### src/rtl/sslms_pkg.sv
package sslms_pkg;
  localparam int NUM_TAPS_DEF = 5;
  localparam int COEF_W_DEF   = 10;
  localparam int SHIFT_W_DEF  = 3;

  // 1 when error sign and delayed decision carry the same polarity
  function automatic logic same_sign(logic a, logic b);
    return ~(a ^ b);
  endfunction
endpackage

### src/rtl/sslms_dec_hist.sv
module sslms_dec_hist #(
  parameter int DEPTH = 5
) (
  input  logic             clk_i,
  input  logic             rst_ni,
  input  logic             dec_i,
  output logic [DEPTH-1:0] hist_o
);
  // hist_o[k] = decision presented k+1 cycles ago
  logic [DEPTH-1:0] hist_q;

  always_ff @(posedge clk_i or negedge rst_ni) begin
    if (!rst_ni) hist_q <= '0;
    else         hist_q <= {hist_q[DEPTH-2:0], dec_i};
  end

  assign hist_o = hist_q;
endmodule

### src/rtl/sslms_step_gen.sv
module sslms_step_gen #(
  parameter int COEF_W  = 10,
  parameter int SHIFT_W = 3
) (
  input  logic [SHIFT_W-1:0] shift_i,
  output logic [COEF_W-1:0]  step_o
);
  initial begin
    if ((1 << ((1 << SHIFT_W) - 1)) > (1 << (COEF_W - 2)) * 2 - 1)
      $display("sslms_step_gen: largest step exceeds coefficient range");
  end

  assign step_o = COEF_W'(1) << shift_i;
endmodule

### src/rtl/sslms_tap.sv
module sslms_tap #(
  parameter int COEF_W = 10
) (
  input  logic                     clk_i,
  input  logic                     rst_ni,
  input  logic                     upd_en_i,
  input  logic                     agree_i,
  input  logic [COEF_W-1:0]        step_i,
  input  logic                     load_i,
  input  logic signed [COEF_W-1:0] load_val_i,
  output logic signed [COEF_W-1:0] coef_o
);
  localparam int MAX_I = (1 << (COEF_W - 1)) - 1;
  localparam int MIN_I = -(1 << (COEF_W - 1));

  logic signed [COEF_W-1:0] coef_q, coef_d;
  logic signed [COEF_W:0]   ext, delta, nxt;

  always_comb begin
    ext   = {coef_q[COEF_W-1], coef_q};
    delta = agree_i ? -$signed({1'b0, step_i}) : $signed({1'b0, step_i});
    nxt   = ext + delta;
    coef_d = coef_q;
    if (load_i) begin
      coef_d = load_val_i;
    end else if (upd_en_i) begin
      if (nxt > MAX_I)      coef_d = COEF_W'(MAX_I);
      else if (nxt < MIN_I) coef_d = COEF_W'(MIN_I);
      else                  coef_d = nxt[COEF_W-1:0];
    end
  end

  always_ff @(posedge clk_i or negedge rst_ni) begin
    if (!rst_ni) coef_q <= '0;
    else         coef_q <= coef_d;
  end

  assign coef_o = coef_q;


  hold_when_idle_chk: assert property (@(posedge clk_i) disable iff (!rst_ni)
    ($past(!upd_en_i) && $past(!load_i)) |-> $stable(coef_q));


  agree_moves_down_chk: assert property (@(posedge clk_i) disable iff (!rst_ni)
    ($past(upd_en_i) && $past(agree_i) && $past(!load_i)) |-> (coef_q <= $past(coef_q)));


  no_wrap_top_chk: assert property (@(posedge clk_i) disable iff (!rst_ni)
    ($past(coef_q) == COEF_W'(MAX_I) && $past(upd_en_i) && $past(!agree_i) && $past(!load_i))
      |-> (coef_q == COEF_W'(MAX_I)));


  no_wrap_bottom_chk: assert property (@(posedge clk_i) disable iff (!rst_ni)
    ($past(coef_q) == COEF_W'(MIN_I) && $past(upd_en_i) && $past(agree_i) && $past(!load_i))
      |-> (coef_q == COEF_W'(MIN_I)));


  load_wins_chk: assert property (@(posedge clk_i) disable iff (!rst_ni)
    $past(load_i) |-> (coef_q == $past(load_val_i)));
endmodule

### src/rtl/sslms_adapt.sv
module sslms_adapt
  import sslms_pkg::*;
#(
  parameter  int NUM_TAPS = NUM_TAPS_DEF,
  parameter  int COEF_W   = COEF_W_DEF,
  parameter  int SHIFT_W  = SHIFT_W_DEF,
  localparam int SEL_W    = $clog2(NUM_TAPS)
) (
  input  logic                       clk_i,
  input  logic                       rst_ni,
  input  logic                       enable_i,
  input  logic                       err_valid_i,
  input  logic                       err_sign_i,
  input  logic                       dec_i,
  input  logic [SHIFT_W-1:0]         step_shift_i,
  input  logic                       load_i,
  input  logic [SEL_W-1:0]           load_sel_i,
  input  logic [COEF_W-1:0]          load_val_i,
  output logic [NUM_TAPS*COEF_W-1:0] coef_o
);
  logic [NUM_TAPS-1:0] hist;
  logic [COEF_W-1:0]   step;
  logic                upd_en;

  assign upd_en = enable_i & err_valid_i;

  sslms_dec_hist #(.DEPTH(NUM_TAPS)) u_hist (
    .clk_i  (clk_i),
    .rst_ni (rst_ni),
    .dec_i  (dec_i),
    .hist_o (hist)
  );

  sslms_step_gen #(.COEF_W(COEF_W), .SHIFT_W(SHIFT_W)) u_step (
    .shift_i (step_shift_i),
    .step_o  (step)
  );

  for (genvar k = 0; k < NUM_TAPS; k++) begin : g_tap
    logic                     tap_load;
    logic signed [COEF_W-1:0] tap_coef;

    assign tap_load = load_i && (load_sel_i == SEL_W'(k));

    sslms_tap #(.COEF_W(COEF_W)) u_tap (
      .clk_i      (clk_i),
      .rst_ni     (rst_ni),
      .upd_en_i   (upd_en),
      .agree_i    (same_sign(err_sign_i, hist[k])),
      .step_i     (step),
      .load_i     (tap_load),
      .load_val_i ($signed(load_val_i)),
      .coef_o     (tap_coef)
    );

    assign coef_o[k*COEF_W +: COEF_W] = tap_coef;
  end


  hist_tracks_dec_chk: assert property (@(posedge clk_i) disable iff (!rst_ni)
    ($past(rst_ni) && $past(upd_en) && $past(!load_i) && $past(err_sign_i) == $past(dec_i, 2)
      && $past(coef_o[COEF_W-1:0]) != {1'b1, {(COEF_W-1){1'b0}}})
      |-> ($signed(coef_o[COEF_W-1:0]) < $signed($past(coef_o[COEF_W-1:0]))));
endmodule

### config.mk
export PLATFORM = sky130hd
export DESIGN_NAME = sslms_adapt
export DESIGN_NICKNAME = d
export VERILOG_FILES = /design/src/rtl/sslms_pkg.sv /design/src/rtl/sslms_dec_hist.sv /design/src/rtl/sslms_step_gen.sv /design/src/rtl/sslms_tap.sv /design/src/rtl/sslms_adapt.sv
export SDC_FILE = /design/constraint.sdc
export NUM_CORES = 1
export LEC_CHECK = 0
export BUFFER_PORTS_ARGS = -buffer_cell sky130_fd_sc_hd__clkbuf_2
export CORE_MARGIN = 3
export CORE_UTILIZATION = 25
export DETAILED_ROUTE_END_ITERATION = 6
export PLACE_DENSITY = 0.5
export RECOVER_POWER = 100
export REMOVE_ABC_BUFFERS = 1
export SYNTH_ARGS = -nofsm -noshare
export SYNTH_HDL_FRONTEND = slang
export SYNTH_SLANG_ARGS = --single-unit
### constraint.sdc
create_clock -name clk_i -period 3.56 [get_ports clk_i]
set_input_delay 0 -clock clk_i [delete_from_list [all_inputs] [get_ports clk_i]]
set_output_delay 0 -clock clk_i [all_outputs]
set_load 0.03 [all_outputs]
**Yosys cells after proc, flatten, opt, wreduce, memory -nomap -nowiden**

Cells that the tools add are included.

- Logic and storage cells: 69
- ROM bits: 0
- Bits of input ports: 23
- Bits in latches: 0
- Memory bits (writable): 0
- Flip-flop bits (word level): 55
- Output and inout bits: 50
- Memories kept: 0

- Order comparisons: 10
- Add/sub/neg operators: 6
- $mul: 0
- Eq/ne operators: 4
- Shift operators: 1
- Divide/modulo/power cells: 0
- Mux-type cells: 25
- Bitwise logic cells: 6
- Reductions and logical operators: 11

Operator list:

| operator | count |
|---|---|
| $mux W10 | 20 |
| $add A10 B11 Y11 | 5 |
| $gt A11 B10 Y1 const B | 5 |
| $lt A11 B10 Y1 const B | 5 |
| $mux W11 | 5 |
| $neg A10 Y11 | 1 |
| $reduce_bool A2 Y1 | 5 |
| $shl A1 B3 Y10 const A | 1 |
| $eq A3 B2 Y1 const B | 2 |
| $logic_and A1 B1 Y1 | 5 |
| $xor A1 B1 Y1 | 5 |
| $eq A3 B1 Y1 const B | 1 |
| $eq A3 B3 Y1 const B | 1 |
| $logic_not A3 Y1 | 1 |
| $and A1 B1 Y1 | 1 |

**Logic depth before layout (Yosys ltp)**

Gate-level depths: netlist (run 1).

- Depth in word-level cells: 9
- Mapped depth: 18
- Gate-level depth less buffers: 15

**By module**

From an unflattened synthesis (run 1), not the netlist that was laid out.

- Cell total of the unflattened synthesis: 817
- Area total of the unflattened synthesis: 6819.0 µm²

Modules (own cells, without submodules):

| module | seq. area each (µm²) | times used | cells each | area each (µm²) |
|---|---|---|---|---|
| sslms_tap (g_tap[0].u_tap ...) | 250.2 | 4 | 159 | 1305.0 |
| sslms_tap (g_tap[4].u_tap) | 250.2 | 1 | 153 | 1266.2 |
| sslms_dec_hist | 125.1 | 1 | 5 | 125.1 |
| sslms_adapt | 0.0 | 1 | 12 | 123.9 |
| sslms_step_gen | 0.0 | 1 | 11 | 83.8 |

**Worst setup path after synthesis (run 1)**

Ideal clock, no wire load.

- Path kind: input-to-reg
- Start point: input step_shift_i[2]
- End point: register g_tap[4].u_tap.coef_q[8]
- Slack: -0.123 ns
- Arrival: 3.556 ns
- Data required time: 3.433 ns
- Stages on the path: 17
- Buffers on the path: 3
- Library setup time: 0.127 ns
- Path through: clkbuf_1 or3_1 ha_1 buf_4 or4bb_1 nor2_1 a211oi_1 ha_1 buf_2 nand2_1 o21ai_1 or3_1 or4_4 o21bai_2 a21oi_2 a311oi_1 o21ai_1

- Cells in the longest elaborated chain, start to end: 9
- Elaborated cells on any way between the ends: 10
- Classes of those cells: add/sub (2); order compare (2); shift (1); mux (5)

Ends and longest elaborated chain:

| element | RTL line | RTL |
|---|---|---|
| start: declaration | sslms_adapt.sv:15 | `input logic [SHIFT_W-1:0] step_shift_i,` |
| $shl A1 B3 Y10 * | sslms_step_gen.sv:13 | `assign step_o = COEF_W'(1) << shift_i;` |
| $neg A10 Y11 | sslms_tap.sv:21 | `delta = agree_i ? -$signed({1'b0, step_i}) : $signed({1'b0, step_i});` |
| $mux W11 * | sslms_tap.sv:21 |  |
| $add A10 B11 Y11 * | sslms_tap.sv:22 | `nxt = ext + delta;` |
| $lt A11 B10 Y1 | sslms_tap.sv:28 | `else if (nxt < MIN_I) coef_d = COEF_W'(MIN_I);` |
| $mux W10 | sslms_tap.sv:28 |  |
| $mux W10 * | sslms_tap.sv:27 | `if (nxt > MAX_I) coef_d = COEF_W'(MAX_I);` |
| $mux W10 * | sslms_tap.sv:26 | `end else if (upd_en_i) begin` |
| $mux W10 * | sslms_tap.sv:24 | `if (load_i) begin` |
| end signal: assignment | sslms_tap.sv:35 | `else coef_q <= coef_d;` |
| end: declaration | sslms_tap.sv:16 | `logic signed [COEF_W-1:0] coef_q, coef_d;` |

Mark *: on every way between the ends. The rest lies on a longest branch, timed or not. The select of a mux whose other input is x is not followed.
A chain may end at the register's enable or synchronous reset.

**Worst setup path after layout (run 1)**

- Start point: register u_hist.hist_q[1] (netlist: u_hist.hist_o[1])
- End point: register g_tap[1].u_tap.coef_q[7]

- Cells in the longest elaborated chain, start to end: 8
- Elaborated cells on any way between the ends: 9
- Classes of those cells: add/sub (1); order compare (2); mux (5); bitwise (1)

Ends and longest elaborated chain:

| element | RTL line | RTL |
|---|---|---|
| start: declaration | sslms_dec_hist.sv:10 | `logic [DEPTH-1:0] hist_q;` |
| start signal: assignment | sslms_dec_hist.sv:14 | `else hist_q <= {hist_q[DEPTH-2:0], dec_i};` |
| $xor A1 B1 Y1 * | sslms_pkg.sv:8 | `return ~(a ^ b);` |
| $mux W11 * | sslms_tap.sv:21 |  |
| $add A10 B11 Y11 * | sslms_tap.sv:22 |  |
| $lt A11 B10 Y1 | sslms_tap.sv:28 |  |
| $mux W10 | sslms_tap.sv:28 |  |
| $mux W10 * | sslms_tap.sv:27 |  |
| $mux W10 * | sslms_tap.sv:26 |  |
| $mux W10 * | sslms_tap.sv:24 |  |
| end signal: assignment | sslms_tap.sv:35 |  |
| end: declaration | sslms_tap.sv:16 |  |

Marked as above.

==> results of run 1 <==
==> area by class of cell <==
class	instances	share of cell area, %
tap	275	5.15
sequential	55	20.6
multi-input combinational	578	59.8
timing repair buffer	135	11.6
clock inverter	3	0.300
clock buffer	5	1.87
inverter	13	0.730
==> tightest hold or removal path: cells and delay by family <==
kind,cells,cell delay (ns)
simple gates,1,0.11
buf+inv,1,0.11
compound gates,1,0.05
==> state kept, by name (all words and copies together), names as in the netlist <==
name,count
g_tap.u_tap.coef_o,50
u_hist.hist_o,5
==> cell families after synthesis <==
kind of cell,count (synthesis),share of synthesized area [%]
flip-flops,55,25.1
adder cells (fa/ha/maj),67,15.9
multiplexers,5,0.958
AO/OA/AOI/OAI,202,23.5
buffers and inverters,37,2.81
XOR/XNOR,58,10.3
AND/OR/NAND/NOR,246,21.4
==> cells in the mapped netlist, drive strengths merged, types with 16 or more instances <==
cell    instances  share of area (%)
xnor2          32                5.2
nand3          18                1.6
xor2           25                4.7
clkbuf         18                1.2
nand2          73                5.0
a21o           16                2.2
dfrtp          55                 25
nor2           85                6.0
a211oi         18                2.5
a21oi          67                6.2
o21ai          43                3.9
ha             61                 14
==> routing by layer <==
metal / up-vias / global-route usage, % / share of wire, %
met4: 2 / 3.11 / 1.1
met5: - / 0 / 0.052
met2: 149 / 25.4 / 44
li1: 2674 / - / -
met3: 15 / 2.65 / 6.1
met1: 2521 / 23.1 / 49
==> what timing repair did <==
| action | CTS | global route |
|---|---|---|
| resized for setup | 1 | 14 |
| pin swaps | 0 | 2 |
| hold buffers | 2 | 0 |
| setup buffers | 0 | 1 |
| endpoints found under the hold margin | 28 | 0 |
| setup endpoints to repair | 1 | 28 |
==> power by group <==
part	leakage, nW	switching (mW)	total [mW]	internal (mW)
logic	2.30	2.58	4.46	1.89
clock network	0.0658	0.268	0.529	0.261
registers	0.633	0.337	1.25	0.910
==> worst max-delay path by stage <==
stage,endpoint,slack (ns),cells past startpoint
2_1_floorplan,g_tap[4].u_tap.coef_o[8],0.13,14
3_3_place_gp,g_tap[4].u_tap.coef_o[4],-0.12,17
3_5_place_dp,g_tap[4].u_tap.coef_o[4],-0.12,17
4_1_cts,g_tap[1].u_tap.coef_o[7],0.06,13
5_1_grt,g_tap[1].u_tap.coef_o[7],-0.07,12
6_report,g_tap[1].u_tap.coef_o[7],0.21,12
==> stage by stage <==
stage                     setup TNS [ns]  setup WS [ns]
final                                  0          0.211
after global routing              -0.211        -0.0726
after CTS                              0         0.0638
after detailed placement          -0.930         -0.124
after global placement            -0.669         -0.116
after floorplan                        0          0.132
==> flow_summary.toml, run 1 <==
[run_status]
status = "complete, but fails checks"
failed_checks = "capacitance limit, slew limit"

[global_routing]
grtUsageTotal_pct = 16.0
grt_max_degree = 29
antenna_found_initial = 1
grt_overflow_total = 0
grt_pass1_wl_um = 29800
first_global_vias = 5146

[critical_path]
path_cells = "xor2_2 -> buf_4 -> nor2_1 -> a211oi_1 -> ha_1 -> a21o_1 -> a2111oi_1 -> o21bai_1 -> xnor3_1 -> or2_2 -> nand3_1 -> o221ai_1"
r2r_slack_ns = 0.21
crit_family = "compound AO/OA/AOI/OAI gates"
cp_slowest_cell = "a2111oi_1"
required_ns = 3.74
critPathKind = "flop to flop"
worstPathMaxFanout = 5
reg2reg_depth = 12
worst-path-buf-inv = 1
arrival_ns = 3.53
worstReg2RegStart = "u_hist.hist_o[1]"
cp_slowest_stage_delay_ns = 0.44
crit_path_end_kind = "flop"
startpoint = "u_hist.hist_o[1]"
critPathLaunchType = "flop"
reg2reg_to = "g_tap[1].u_tap.coef_o[7]"

[logic_synthesis]
synth_cells = 670
synth_area_um2 = 5480
synth_warnings = 0
post_synth_num_cell_types = 69
yosysSeqAreaShare_pct = 25.1
synth_edf_count = 0
ys_seq_elements = 55
synthFlopType = "dfrtp_1"
synth-async-reset-ratio_pct = 100
synth_area_per_cell_um2 = 8.19

[clock_network]
cts_htree_levels = 2
insertion_delay_ns = 0.31
cts_root_buf = "clkbuf_16"
clkTransAtPathRegs_ns = 0.08
clockBufferDepth = 2
cts_sinks = 55
cts_tree = "yes"
cts_buffers = 5

[routing]
avgRoutedWirePerCell_um = 18.2
num_vias = 5361
ant_nets = 0
vias_per_cell = 5.04
drt-total-wl_um = 19300
firstDrtPassIters = 5
drt_iter0_drc = 304
drcViolationCount = 0

[floorplanning]
die_w_um = 154
initial_utilization_pct = 25.8
dieArea_um2 = 23700
die_y_um = 154
core_um2 = 21300
boundaryPins = 73
row_count = 53

[timing]
whs_ns = 0.00333
finalSetupViolations = 0
fmax_ghz = 0.299
hold_viol = 0
max_slew_margin_pct = -15.5
slew_viol_final = 29
worst_pin_slew_ns = 1.73
fin_skew_ns = 0.00986
finalCriticalPeriod_ns = 3.35
finalCritPeriodShare_pct = 94.1
rsz0062_at_grt = "yes"

[layout]
layout_common_cells = "nor2_1 (83), nand2_1 (73), a21oi_1 (64)"
syn2layout_area_growth_pct = 21.8
drive_gt1_share_pct = 15.3
post-route-util_pct = 31.4
multi_input_area_um2 = 4000
area.sequential_um2 = 1380
layout_commonest_cell = "nor2_1"
instances_no_fill = 1064
design_area_um2 = 6680
diodes = 0
fillers = 2298
layout.nets = 877

[worst_hold_path]
worstHoldPathCells = 3
min_to = "g_tap[0].u_tap.coef_o[7]"
hold_start = "load_val_i[7]"
hold_class = "input port to flop"

[placement]
gp_congestion = 0.857
io_buffers = 72
placed_cell_area_um2 = 6530
dp.cells = 1053
dp_hpwl_um = 14900

[power]
finalPower_mw = 6.24
p_leak_nw = 3.00
powerDensity_nw_per_um2 = 934
ir_worst_vdd_mv = 0.358

[run]
max_cap_viol_count = 1
Note: power is estimated with default switching activity, not from simulation.
==> run 2: changes to the inputs <==
CELL_PAD_IN_SITES_DETAIL_PLACEMENT = 1   (was not set)
CELL_PAD_IN_SITES_GLOBAL_PLACEMENT = 1   (was not set)
PLACE_DENSITY = 0.6   (was 0.5)
==> run 2 against run 1 <==
Effect of this change:
- the flow still finishes with violations (capacitance limit, slew limit)
- register-to-register slack about the same
- cell count rose by 0.28%
- critical path depth rose by 2
- utilization rose by 0.42 points
- combinational power rose by 5.6%
- global-route usage increased by 1.3 points
- wire length grew 7.3%
- clock-buffer cell count rose by 1
- clock power is 5.1% lower
- maximum frequency rose by 0.40%
- non-clock buffer count rose by 3
- sequential share of layout area fell by 0.27 points
==> flow_summary.toml, run 2 (same netlist as run 1, synthesis figures left out) <==
[run_status]
status = "complete, but fails checks"
failed_checks = "capacitance limit, slew limit"

[layout]
fillers = 2595
largest_reg_flops = 50
instances_no_fill = 1067
layout_commonest_cell = "nor2_1"
post-route-util_pct = 31.8
layout.nets = 881
drive_gt1_share_pct = 16.8
layout_common_cells = "nor2_1 (80), nand2_1 (73), buf_4 (62)"
syn2layout_area_growth_pct = 23.5
design_area_um2 = 6770

[placement]
dp.cells = 1055
place_ws_ns = -0.215
dp_hpwl_um = 16000
io_buffers = 72
placed_cell_area_um2 = 6550
gp_congestion = 0.865

[clock_network]
clockBufferDepth = 2
insertion_delay_ns = 0.31
cts_buffers = 5
cts_tree = "yes"
cts_sinks = 55
cts_root_buf = "clkbuf_16"
clkTransAtPathRegs_ns = 0.08
cts_htree_levels = 2

[global_routing]
grt-busiest-layer = "met2"
grtUsageTotal_pct = 17.3
grtUsageMet2_pct = 28.5
grt_use_met3_pct = 2.79
use_met1_pct = 24.2
first_global_vias = 5779
grt_max_degree = 38
antenna_found_initial = 2
grt_overflow_total = 0
grt_pass1_wl_um = 32800

[routing]
vias_per_cell = 5.07
num_vias = 5405
ant_nets = 0
firstDrtPassIters = 4
drt_iter0_drc = 204
drcViolationCount = 0
drt-total-wl_um = 20800
avgRoutedWirePerCell_um = 19.5

[power]
finalPower_mw = 6.47
powerDensity_nw_per_um2 = 956
p_leak_nw = 3.04
ir_worst_vdd_mv = 0.338

[critical_path]
arrival_ns = 3.52
critPathLaunchType = "flop"
worstPathMaxFanout = 9
path_cells = "xor2_1 -> buf_4 -> inv_1 -> nand2_1 -> o21ai_1 -> fa_1 -> nand3_1 -> a21oi_1 -> o31a_1 -> o41ai_4 -> xnor2_2 -> a21oi_1 -> buf_4 -> a221oi_1"
cp_slowest_cell = "fa_1"
reg2reg_depth = 14
crit_family = "compound AO/OA/AOI/OAI gates"
critPathKind = "flop to flop"
path_depth = 14
required_ns = 3.75
crit_path_end_kind = "flop"
cp_slowest_stage_delay_ns = 0.46
worst-path-buf-inv = 3

[timing]
tns_ns = 0
whs_ns = 0.0915
fin_skew_ns = 0.00753
setup_slack_ns = 0.225
max_slew_margin_pct = -27.2
fmax_ghz = 0.300
finalCriticalPeriod_ns = 3.34
finalCritPeriodShare_pct = 93.7
worst_pin_slew_ns = 1.91
finalSetupViolations = 0
hold_viol = 0
slew_viol_final = 33

[worst_hold_path]
hold_class = "input port to flop"
worstHoldPathCells = 3

[floorplanning]
dieArea_um2 = 23700
die_y_um = 154
core_um2 = 21300
die_w_um = 154
boundaryPins = 73
initial_utilization_pct = 25.8
row_count = 53

[run]
max_cap_viol_count = 1
-- run 2: worst paths after layout --
path                                        from                  endpoint  slack [ns]
worst max-delay path            u_hist.hist_o[0]  g_tap[0].u_tap.coef_o[2]        0.22
worst min-delay path               load_val_i[9]  g_tap[4].u_tap.coef_o[9]        0.09
worst max register to register  u_hist.hist_o[0]  g_tap[0].u_tap.coef_o[2]        0.22
worst min register to register  u_hist.hist_o[0]          u_hist.hist_o[1]        0.40
max in group asynchronous                 rst_ni  g_tap[3].u_tap.coef_o[7]        1.27
min in group asynchronous                 rst_ni  g_tap[3].u_tap.coef_o[3]        0.76
-- run 2: final cells by class --
cell class                 instances  area [um^2]  area share (%)
inverter                          13         48.8           0.721
multi-input combinational        579         4070            60.2
antenna                            1         2.50          0.0370
sequential                        55         1380            20.3
clock buffer                       6          129            1.90
tap                              275          344            5.08
timing repair buffer             138          797            11.8
-- run 2: timing repair --
action,4_1_cts,5_1_grt
hold buffers,3,0
setup buffers,0,1
gates resized for setup,2,27
pin swaps,0,9
endpoints found under the setup margin,2,38
gates cloned,0,1
endpoints found under the hold margin,33,0
-- run 2: power by group --
| group | switching, mW | total (mW) | leakage (nW) | internal [mW] |
|---|---|---|---|---|
| registers | 0.353 | 1.26 | 0.633 | 0.910 |
| logic | 2.74 | 4.71 | 2.34 | 1.97 |
| clock network | 0.246 | 0.502 | 0.0628 | 0.255 |
| total | 3.34 | 6.47 | 3.04 | 3.13 |
-- run 2: metal layers --
metal  vias up  routed length [um]
li1       2681                   -
met1      2613                9810
met2        87                9790
met3        22                 851
met4         2                 299
met5         -                  13
-- run 2: worst register-to-register path, delay by kind of cell (launching register included) --
| kind | cells | cell delay (ns) |
|---|---|---|
| AOI/OAI and AO/OA | 6 | 1.34 |
| xor gates and xnor gates | 2 | 0.34 |
| adders and majority gates | 1 | 0.47 |
| buffers and inverters | 3 | 0.50 |
| DFF | 1 | 0.39 |
| and+or+nand+nor | 2 | 0.19 |
